<file path="src/rtl/dep_matrix_pkg.sv">
package dep_matrix_pkg;
  localparam int NUM_WIDE   = 4;
  localparam int NUM_NARROW = 4;
  localparam int NUM_UNITS  = NUM_WIDE + NUM_NARROW;
  localparam int NUM_PAIRS  = NUM_UNITS / 2;
  localparam int ID_W       = $clog2(NUM_UNITS);

  typedef logic [NUM_UNITS-1:0] unitVec_t;

  typedef struct packed {
    unitVec_t loadRow;
    unitVec_t clearUnit;
    unitVec_t rowMask;
  } strobe_t;
endpackage

</file>
<file path="src/rtl/dep_ctrl.sv">
module dep_ctrl
  import dep_matrix_pkg::*;
(
  input  logic            clk,
  input  logic            rstN,
  input  logic            issueValid,
  input  logic [ID_W-1:0] issueUnit,
  input  logic            issuePair,
  input  unitVec_t        issueMask,
  input  logic            doneValid,
  input  logic [ID_W-1:0] doneUnit,
  input  logic            donePair,
  input  unitVec_t        busy,
  output strobe_t         strobe
);
  unitVec_t issueSel;
  unitVec_t doneSel;

  // Decode a unit id, widened to its pair when requested
  always_comb begin
    issueSel = '0;
    doneSel  = '0;
    for (int i = 0; i < NUM_UNITS; i++) begin
      if (issueValid) begin
        if (issuePair) issueSel[i] = (ID_W'(i) >> 1) == (issueUnit >> 1);
        else           issueSel[i] = ID_W'(i) == issueUnit;
      end
      if (doneValid) begin
        if (donePair) doneSel[i] = (ID_W'(i) >> 1) == (doneUnit >> 1);
        else          doneSel[i] = ID_W'(i) == doneUnit;
      end
    end
  end

  // Keep only producers that are still pending and not retiring now
  always_comb begin
    strobe.loadRow   = issueSel;
    strobe.clearUnit = doneSel;
    strobe.rowMask   = issueMask & busy & ~doneSel & ~issueSel;
  end


  issue_width_chk: assert property (@(posedge clk) disable iff (!rstN)
    issueValid |-> ($countones(strobe.loadRow) == (issuePair ? 2 : 1)));


  done_width_chk: assert property (@(posedge clk) disable iff (!rstN)
    doneValid |-> ($countones(strobe.clearUnit) == (donePair ? 2 : 1)));


  idle_mask_chk: assert property (@(posedge clk) disable iff (!rstN)
    (strobe.rowMask & ~busy) == '0);
endmodule

</file>
<file path="src/rtl/dep_datapath.sv">
module dep_datapath
  import dep_matrix_pkg::*;
(
  input  logic                 clk,
  input  logic                 rstN,
  input  strobe_t              strobe,
  output unitVec_t             busy,
  output unitVec_t             unitReady,
  output logic [NUM_PAIRS-1:0] pairReady
);
  unitVec_t depRow [NUM_UNITS];

  for (genvar r = 0; r < NUM_UNITS; r++) begin : g_row
    always_ff @(posedge clk) begin
      if (!rstN) begin
        depRow[r] <= '0;
        busy[r]   <= 1'b0;
      end else if (strobe.loadRow[r]) begin
        depRow[r] <= strobe.rowMask;
        busy[r]   <= 1'b1;
      end else if (strobe.clearUnit[r]) begin
        depRow[r] <= '0;
        busy[r]   <= 1'b0;
      end else begin
        depRow[r] <= depRow[r] & ~strobe.clearUnit;
      end
    end

    assign unitReady[r] = busy[r] && (depRow[r] == '0);


    no_self_dep_chk: assert property (@(posedge clk) disable iff (!rstN)
      !depRow[r][r]);


    done_clears_busy_chk: assert property (@(posedge clk) disable iff (!rstN)
      (strobe.clearUnit[r] && !strobe.loadRow[r]) |=> !busy[r]);


    free_issue_ready_chk: assert property (@(posedge clk) disable iff (!rstN)
      (strobe.loadRow[r] && strobe.rowMask == '0) |=> unitReady[r]);


    reissue_busy_chk: assert property (@(posedge clk) disable iff (!rstN)
      (strobe.loadRow[r] && strobe.clearUnit[r]) |=> busy[r]);
  end

  for (genvar c = 0; c < NUM_UNITS; c++) begin : g_col
    unitVec_t colBits;
    always_comb begin
      for (int r = 0; r < NUM_UNITS; r++) colBits[r] = depRow[r][c];
    end


    column_cleared_chk: assert property (@(posedge clk) disable iff (!rstN)
      strobe.clearUnit[c] |=> (colBits == '0));
  end

  for (genvar p = 0; p < NUM_PAIRS; p++) begin : g_pair
    assign pairReady[p] = unitReady[2*p] && unitReady[2*p+1];


    pair_needs_both_chk: assert property (@(posedge clk) disable iff (!rstN)
      pairReady[p] |-> (busy[2*p] && busy[2*p+1]));
  end
endmodule

</file>
<file path="src/rtl/dep_matrix.sv">
module dep_matrix
  import dep_matrix_pkg::*;
(
  input  logic                 clk,
  input  logic                 rstN,
  input  logic                 issueValid,
  input  logic [ID_W-1:0]      issueUnit,
  input  logic                 issuePair,
  input  logic [NUM_UNITS-1:0] issueMask,
  input  logic                 doneValid,
  input  logic [ID_W-1:0]      doneUnit,
  input  logic                 donePair,
  output logic [NUM_UNITS-1:0] unitReady,
  output logic [NUM_PAIRS-1:0] pairReady
);
  strobe_t  strobe;
  unitVec_t busy;

  dep_ctrl u_ctrl (
    .clk        (clk),
    .rstN       (rstN),
    .issueValid (issueValid),
    .issueUnit  (issueUnit),
    .issuePair  (issuePair),
    .issueMask  (issueMask),
    .doneValid  (doneValid),
    .doneUnit   (doneUnit),
    .donePair   (donePair),
    .busy       (busy),
    .strobe     (strobe)
  );

  dep_datapath u_data (
    .clk       (clk),
    .rstN      (rstN),
    .strobe    (strobe),
    .busy      (busy),
    .unitReady (unitReady),
    .pairReady (pairReady)
  );


  reset_idle_chk: assert property (@(posedge clk)
    !rstN |=> (unitReady == '0 && pairReady == '0));
endmodule

</file>
<file path="config.mk">
export PLATFORM = sky130hd
export DESIGN_NAME = dep_matrix
export DESIGN_NICKNAME = d
export VERILOG_FILES = /design/src/rtl/dep_matrix_pkg.sv /design/src/rtl/dep_ctrl.sv /design/src/rtl/dep_datapath.sv /design/src/rtl/dep_matrix.sv
export SDC_FILE = /design/constraint.sdc
export NUM_CORES = 1
export LEC_CHECK = 0
export CORE_MARGIN = 5
export CORE_UTILIZATION = 50
export DETAILED_ROUTE_END_ITERATION = 6
export PLACE_DENSITY = 0.74
export SETUP_SLACK_MARGIN = 0.15
export SLEW_MARGIN = 10
export SYNTH_ARGS = -nofsm -noshare
export SYNTH_HDL_FRONTEND = slang
export SYNTH_SLANG_ARGS = --single-unit
</file>
<file path="constraint.sdc">
create_clock -name clk -period 2.2 [get_ports clk]
set_input_delay 0.33 -clock clk [delete_from_list [all_inputs] [get_ports clk]]
set_output_delay 0.33 -clock clk [all_outputs]
set_load 0.05 [all_outputs]
</file>
[Word-level counts from Yosys, hierarchy flattened]
Memories as Yosys holds them, arrays and structs flattened.
Index checks and enable logic that the tools add are counted.
Word-level totals
  flip-flop bits (word level): 8
  bits in writable memories: 64
  input bits: 20
  output and inout port bits: 12
  logic and storage cells: 259
  memories: 1
Cells by class
  equal/unequal tests: 20
  multiplexer cells: 161
  bitwise gates (word level): 37
  reduce and logical (&&, ||, !) cells: 32
Memory list
  u_data.depRow: depth 8, width 8, rd ports 8, clocked after Yosys merged registers in 0, write ports 8, line dep_datapath.sv:11  | unitVec_t depRow [NUM_UNITS];
Operators by type and width (number)
  $mux 8: 24
  $mux 1: 137
  $and 8x8->8: 11
  $logic_not 8->1: 8
  $eq 3x3->1 const A: 8
  $or 1x1->1: 24
  $not 8->8: 2
  $reduce_bool 2->1: 8
  $eq 2x3->1 const A: 4
  $logic_and 1x1->1: 12
  $logic_not 3->1: 4
  $eq 2x2->1 const A: 4
  $eq 1x3->1 const A: 2
  $eq 1x2->1 const A: 2

[Depth between registers and ports, before layout]
Gate-level depths: netlist of the first run.
  depth in word-level cells: 9
  mapped depth: 6
  mapped depth without buffers: 4

[Hierarchy]
Synthesis of the first run repeated with hierarchy kept, for this count alone.
Second synthesis, totals
  cells, all modules: 416
  area total of the unflattened synthesis: 4519.3 um2
Modules (own cells, without submodules)
  dep_datapath: times used 1, cells an instance 373, area an instance 4289.1 um2
  dep_ctrl: times used 1, cells an instance 43, area an instance 230.2 um2

[Worst setup path before layout of the first run]
No wires, ideal clock.
  path kind: register -> output
  from: memory u_data.depRow[0][4] (netlist name)
  to: output pairReady[0]
  arrival: 3027 ps
  required time: 1870 ps
  path slack: -1157 ps
  stages on the path, launching flop included: 4
  path through: edfxtp_1 > or4_1 > nor4_1 > and2_1
RTL lines
  start, declared: line dep_datapath.sv:11
  end, declared: line dep_matrix.sv:14  | output logic [NUM_PAIRS-1:0] pairReady

==> impl_summary.md, run 1 <==
Global routing
Entering global routing, the biggest net connects 14 pins. The combined global-route utilization of all metal layers is 0.2274. The initial antenna violation count is 0.

The first global-routing pass estimated 14980 um of wire. The number of global-route vias before repair was roughly 2900. Summed over all layers, the global routing overflow is 0.

Clocking
Counting every sink on the clock net gives 72. The clock latency reported for the late side of the worst-skew pair is 0.35 ns. The number of clock buffers added by TritonCTS is 9. The largest buffer count on any clock path is 2. TritonCTS built the clock tree. The buffer cell driving the clock tree root is clkbuf_8. The clock tree synthesis step divided the H-tree into 3 levels. The clock input transition at the sequential cells of the worst setup and hold paths is around 0.07 ns.

Route
In this run, the number of DRC markers left after iteration 0 of detailed routing was 241. In this run the top signal layer used is met4. Once detail routing completed, the nets flagged for antenna violations numbered 0.

After detailed routing, the wire length on met1 is 3694 um. For this run, the detailed router's first-pass iteration total came to 7. Summing over every cut layer, the via total after detailed routing is 2860. The detailed route wirelength on metal2 is 4544 um. After detailed routing, the met3 layer carries 697 um of wire. The wire length after detailed routing is between 9000 and 10000 um. The detail-routed via count per cell is 5.766. The post-detailed-route DRC marker count is 0. Dividing the detail-routed wire length by the instance count gives 18.68 um.

Yosys
Synthesis handed over a netlist of 268 instances. After synthesis, the cell types taking the most area are edfxtp_1 (55%), a32o_1 (14%), dfxtp_1 (4.6%). Sorting the synthesized cells by how often they occur yields edfxtp_1 (64), a32o_1 (49), nor2_1 (20), nand2_1 (18), and2_1 (11). During synthesis, Yosys emitted a total of 0 warnings. The number of enable-type register cells in the synthesized netlist is 64.

The average cell area after synthesis is 12.99 um^2. The async set-reset flop share out of synthesis is 0. Yosys instantiated no cell more often than edfxtp_1. The number of storage elements in the synthesis netlist is 72. The biggest area contributor in the post-synthesis netlist is edfxtp_1. The dominant register cell in the synthesized netlist is edfxtp_1. The share of synthesized area in the top cell type comes to 0.5521.

Summing every instance area after synthesis gives between 0.003 and 0.004 mm^2. The sequential fraction of the synthesis area is 0.5981. The number of different library cells used by synthesis comes to 43.

Final layout
The diode insertion count for antenna repair is 0. Of the cells placed in the final design, the portion with a size suffix greater than 1 is 0.2300. For this run, the share of the core covered by cells in the final layout is 0.7123. The finished layout cell area is 0.004840 mm^2.

The count of fill cells added during filler insertion is 493. The number of nets in the layout is 415. The final instance count without filler cells is 496. Relative to the synthesized area, the layout overhead comes to 39.04%.

Placed design
The total instance count after detailed placement is 468. The post-detailed-placement cell area is 0.004536 mm^2. The routability congestion estimate is 0.8833. The number of buffers added on ports is 31. The HPWL after detailed placement is 6736 um. The pre-CTS setup slack is -0.04619 ns.

Floorplanning
The I/O pin count is 32. The die height is 93.44 um. The floorplan step defined a die boundary enclosing 0.008730 mm^2. The total area inside the core boundary comes to between 0.006 and 0.007 mm^2.

From left edge to right edge, the die measures just over 90 um. The initial utilization of the core area, before any placement, comes to 0.5123. The cell row count is 30.

Setup path
Data on the critical path is required at its endpoint by 1.87 ns. The worst setup path is launched from a flop. The setup path with the least slack is of type flop to primary output. At the worst endpoint, the arrival time is 1.92 ns. Along the worst path, the maximum fanout reaches 2. The worst setup path is captured at a primary output. Traced cell by cell, the critical path runs through or4_4 > nor4_4 > and2_4 > buf_12. The slowest cell on the critical path is or4_4. On the worst path, the slowest cell contributes a delay of 0.56 ns. The worst-case register-to-register setup slack is 0.83 ns.

Timing
Clock skew on the completed layout was measured at 0.008896 ns. Dividing the final minimum period by the clock period gives 1.024. The tightest hold path in the finished design has a slack of between 0.4 and 0.5 ns.

The total count of hold-check failures in the final report is 0. The final max-slew violation count is 0. Once routing completed, OpenROAD measured the worst setup slack at -0.05340 ns. The setup TNS is -0.05340 ns. Setup repair after global routing could not meet its margin everywhere.

The clock period minus final worst setup slack is approximately 2.3 ns. The number of endpoints failing setup at the final stage is 1. The headroom to the max-slew limit is 0.5227. Derived from the worst setup path, the maximum achievable clock frequency is 443.8 MHz. At the pin with the least slew margin, the transition time is 0.7134 ns.

Power and ir drop
Across the VDD grid, the largest voltage drop is 0.0005057 V. The ratio of total power to cell area is 642.4 mW/mm^2. The leakage power total is roughly 1.8 nW. The sum of internal, switching and leakage power is around 3.1 mW.

Hold path
The worst min-delay path category is flop to flop.

Outcome
The run finished, with violations left. The checks that failed: setup timing.

Run
The max capacitance violation total is 0.
routing by layer:
metal | vias up | track usage
met4 | 0 | 0.1123
li1 | 1324 | -
met2 | 135 | 0.3663
met1 | 1374 | 0.2917
met3 | 27 | 0.04505
met5 | - | 0
critical path, delay by kind of cell (launching register included):
family                 cells  cell delay, ns
buffers and inverters      1            0.13
and+or+nand+nor            3            1.02
DFF                        1            0.42
final timing paths:
| kind | cells past startpoint | startpoint | end |
|---|---|---|---|
| hold / removal | 2 | u_data.busy[4] | u_data.busy[4] |
| setup reg to reg | 3 | u_data.busy[7] | u_data.depRow[0][31] |
| hold reg to reg | 2 | u_data.busy[4] | u_data.busy[4] |
| setup / recovery | 4 | u_data.depRow[0][28] | pairReady[1] |
flip-flops by register name, indices dropped and copies added, names as in the netlist:
signal	count
u_data.depRow	64
u_data.busy	8
layout by cell type, fill, tap and decap left out, types with 9 or more instances in the layout:
master / instances
a32o_1: 49
buf_12: 12
buf_4: 35
clkbuf_8: 9
clkdlybuf4s50_1: 19
conb_1: 64
edfxtp_1: 64
nand2_1: 18
nor2_1: 20
power breakdown:
group          switching (mW)  internal (mW)  leakage (nW)
Sequential             0.0564           1.58         0.722
Clock                   0.499          0.635         0.108
Combinational           0.180          0.156          1.00
cell type report:
class / instances / area, um^2 / share of cell area
flip-flops and latches: 72 / 2082 / 0.4302
repair buffers: 66 / 693.2 / 0.1432
clock buffers: 10 / 127.6 / 0.02637
inverters: 3 / 11.26 / 0.002327
well taps: 96 / 120.1 / 0.02482
clock inverters: 6 / 82.58 / 0.01706
multi-input cells: 243 / 1723 / 0.3560
logic make-up after synthesis:
logic type      after synthesis  share of synthesized area
buf+inv                      16                    0.02085
simple gates                 96                     0.1564
compound gates               83                     0.2236
flops                        72                     0.5981
other cells                   1                   0.001077
timing repair:
item                                    CTS  global route
gates cloned                              0             0
buffers inserted                          6             6
resized for setup                         1             0
pin swaps                                 9            12
endpoints found under the setup margin   10            12
hold buffers                              0             0
Note: power is estimated with default switching activity, not from simulation.
==> run 2, diff against run 1 <==
Settings changed: ABC_AREA set to 0.
==> results of run 2 <==
Same layout as run 1: the final DEF is identical, and so are final timing and power.
==> run 3, diff against run 2 <==
Settings changed: CORE_ASPECT_RATIO set to 0.9, SKIP_LAST_GASP set to 1, TNS_END_PERCENT set to 1.
==> run 3 against run 2 <==
The flow still finishes with violations (setup timing). Flip-flop and latch count unchanged. Design area shrank 0.39%. Worst setup slack got worse by 0.018 ns. Fmax down 0.81%. First-iteration DRC count is 9.5% higher. Sequential power about the same. Count of clock-buffer cells in the layout grew 3. Global-route usage grew 0.31 points. Largest power group unchanged.
==> impl_summary.md, run 3 (synthesized netlist as in run 1, its figures left out) <==
Global routing
The global-route wire length before repair is 15060 um (+0.51%). The largest net degree at the start of global routing is 15 (+1). The global-route congestion overflow total is 0 (unchanged). The initial antenna violation count is 0 (unchanged). The number of global-route vias before repair is 2769 (-4.9%). The combined global-route utilization of all metal layers came to 0.2304 (+0.003061).

Timing
The post-route clock skew came to 0.008127 ns (-0.0007682 ns). The final max-slew violation count is 0 (unchanged). The total count of hold-check failures in the final report is 0 (unchanged).

The clock period minus final worst setup slack is 2.272 ns (+0.01849 ns). The measured slew at the worst slew-check pin came to 0.6041 ns (-0.1093 ns). Setup repair after global routing could not meet its margin everywhere.

The setup TNS is -0.1907 ns (-0.1373 ns). The worst-case setup margin in the final layout is -0.07189 ns (-0.01849 ns). The number of endpoints failing setup at the final stage is 5 (+4). The final worst-path cycle share came to 1.033 (+0.008404).

The peak clock frequency supported by timing was 440.2 MHz (-0.81%). The headroom to the max-slew limit was 0.5958 (+0.07314).

Setup path
The critical path's largest stage delay is 0.56 ns (about the same). The critical-path maximum fanout came to 2 (unchanged). The element type at the critical path start is a flop. The slowest cell on the critical path is or4_4. The arrival time at the worst endpoint was 1.94 ns (+0.02 ns). The critical path is of the flop to primary output type. The required time at the worst-slack endpoint is 1.87 ns (about the same). Traced cell by cell, the critical path runs through or4_4 > nor4_4 > and2_4 > buf_12. STA classifies the critical path endpoint as a primary output.

Clocking
The number of cells upsized or downsized after cts is 0 (-1). The number of clock sinks seen by CTS came to 72 (unchanged). The buffer cell driving the clock tree root is clkbuf_8. The number of hold-repair buffers added at the cts stage came to 0 (unchanged). The number of buffers created by CTS is 9 (unchanged). The depth of the CTS H-tree is 3 (unchanged). The clock input transition at the sequential cells of the worst setup and hold paths is 0.07 ns (about the same). The clock latency reported for the late side of the worst-skew pair is 0.35 ns (about the same). The largest buffer count on any clock path is 2 (unchanged). TritonCTS built the clock tree.

Floorplanning
The I/O pin count is 32 (unchanged). The total die area is 0.008733 mm^2 (about the same). The die height is 89.16 um (-4.6%). The initial core utilization is 0.5202 (+0.007856). The die extent in x came to 97.95 um (+4.8%). The cell row count is 28 (-6.7%). The area of the core is 0.006691 mm^2 (-1.5%).

Power and ir drop
The share of total power in sequential cells is 0.551 (+0.024). The portion of total power attributed to the clock network is 0.336 (-0.029). The net switching power of the design came to 713.9 uW (-2.9%). The switching share of power came to 0.2397 (+0.003324).

The internal power summed over all cells is 2.264 mW (-4.6%). The peak ir drop on the vdd network was 0.0004091 V (-19%). The leakage power total is 1.827 nW (-0.44%). The ratio of total power to cell area was 617.8 mW/mm^2 (-3.8%). The relative contribution of combinational cells to total power came to 0.113 (+0.005).

Placed design
The number of buffers added on ports came to 31 (unchanged). The HPWL after detailed placement is 6980 um (+3.6%). The pre-CTS setup slack is -0.008715 ns (+0.03748 ns). The total instance count after detailed placement is 466 (-0.43%). The routability congestion estimate was 0.9019 (+2.1%).

Route
The routed wire length per instance came to 19.36 um (+3.7%). The number of search-and-repair iterations in the first detailed-routing pass is 5 (-2). The detail-routed via count per cell is 5.919 (+2.6%). The routed via count is 2906 (+1.6%). The number of nets with antenna violations after routing is 0 (unchanged). The post-detailed-route DRC marker count is 0 (unchanged).

The number of DRC violations after detailed-routing iteration 0 was 264 (+9.5%). The wire length after detailed routing is 9507 um (+2.6%).

Run
The max capacitance violation total is 0 (unchanged).

Final layout
The layout overhead on the synthesized area is 38.50%. The number of nets in the layout was 416 (+0.24%). The diode insertion count for antenna repair is 0 (unchanged). The proportion of layout cells with a drive suffix above 1 is 0.2244 (-0.005561). More flip-flops sit in one register than any other, and that register is u_data.depRow. The number of flip-flops in the largest register is 64 (unchanged). The final standard cell utilization of the core is 0.7205 (+0.008117).

The final instance count without filler cells was 491 (-1.0%). In the layout the commonest cells are edfxtp_1 (64), conb_1 (64), a32o_1 (49). The largest registers in the layout are u_data.depRow (64), u_data.busy (8).

Outcome
The run finished, with violations left. The final reports fail on setup timing.

Hold path
The path class of the tightest hold or removal check is flop to flop.
run 3: power groups by stage:
stage | clock, mW | sequential, mW | combinational (mW)
5_1_grt | 1.08 | 1.65 | 0.367
2_1_floorplan | 0 | 1.65 | 0.196
3_3_place_gp | 0 | 1.67 | 0.317
6_report | 1.00 | 1.64 | 0.336
4_1_cts | 1.01 | 1.64 | 0.325
3_5_place_dp | 0 | 1.67 | 0.323
run 3: path summary, 6_finish.rpt:
path / to / slack [ns] / cells past startpoint / startpoint
max: pairReady[0] / -0.07 / 4 / u_data.depRow[0][4]
min: u_data.busy[5] / 0.49 / 1 / u_data.busy[5]
max reg2reg: u_data.depRow[1][16] / 1.02 / 2 / u_data.busy[0]
min reg2reg: u_data.busy[5] / 0.49 / 1 / u_data.busy[5]
run 3: repair_timing:
action                                 in CTS  in global routing
pin swaps                                   1                  9
setup endpoints to repair                  12                 12
endpoints found under the hold margin       0                  0
buffers inserted                            1                  8
run 3: layout make-up:
cell class                      count  area, um^2
Clock inverter                      3       43.79
Fill cell                         496        1871
Timing Repair Buffer               67       713.2
Sequential cell                    72        2082
Inverter                            3       11.26
Clock buffer                       13       138.9
Multi-Input combinational cell    243        1719
Tap cell                           90       112.6
run 3: worst max-delay path: cells and delay by family (launching register included):
family | cells | cell delay, ns
buffers and inverters | 1 | 0.13
AND/OR/NAND/NOR | 3 | 1.05
flip-flops | 1 | 0.42
run 3: through the flow:
stage | power [mW] | area, um^2 | hold slack, ns
floorplan | 1.848 | 3874 | 0.4411
global placement | 1.983 | 4571 | 0.4652
detailed placement | 1.993 | 4571 | 0.4708
CTS | 2.974 | 4761 | 0.4849
global route | 3.099 | 4821 | 0.5008
finish | 2.978 | 4821 | 0.4862
run 3: metal layers:
metal | track usage | vias to the layer above | part of all wire
met5 | 0 | - | 0
met1 | 0.3097 | 1439 | 0.41
met4 | 0.05786 | 0 | 0.020
met2 | 0.3826 | 123 | 0.48
met3 | 0.05538 | 22 | 0.082
li1 | - | 1322 | -
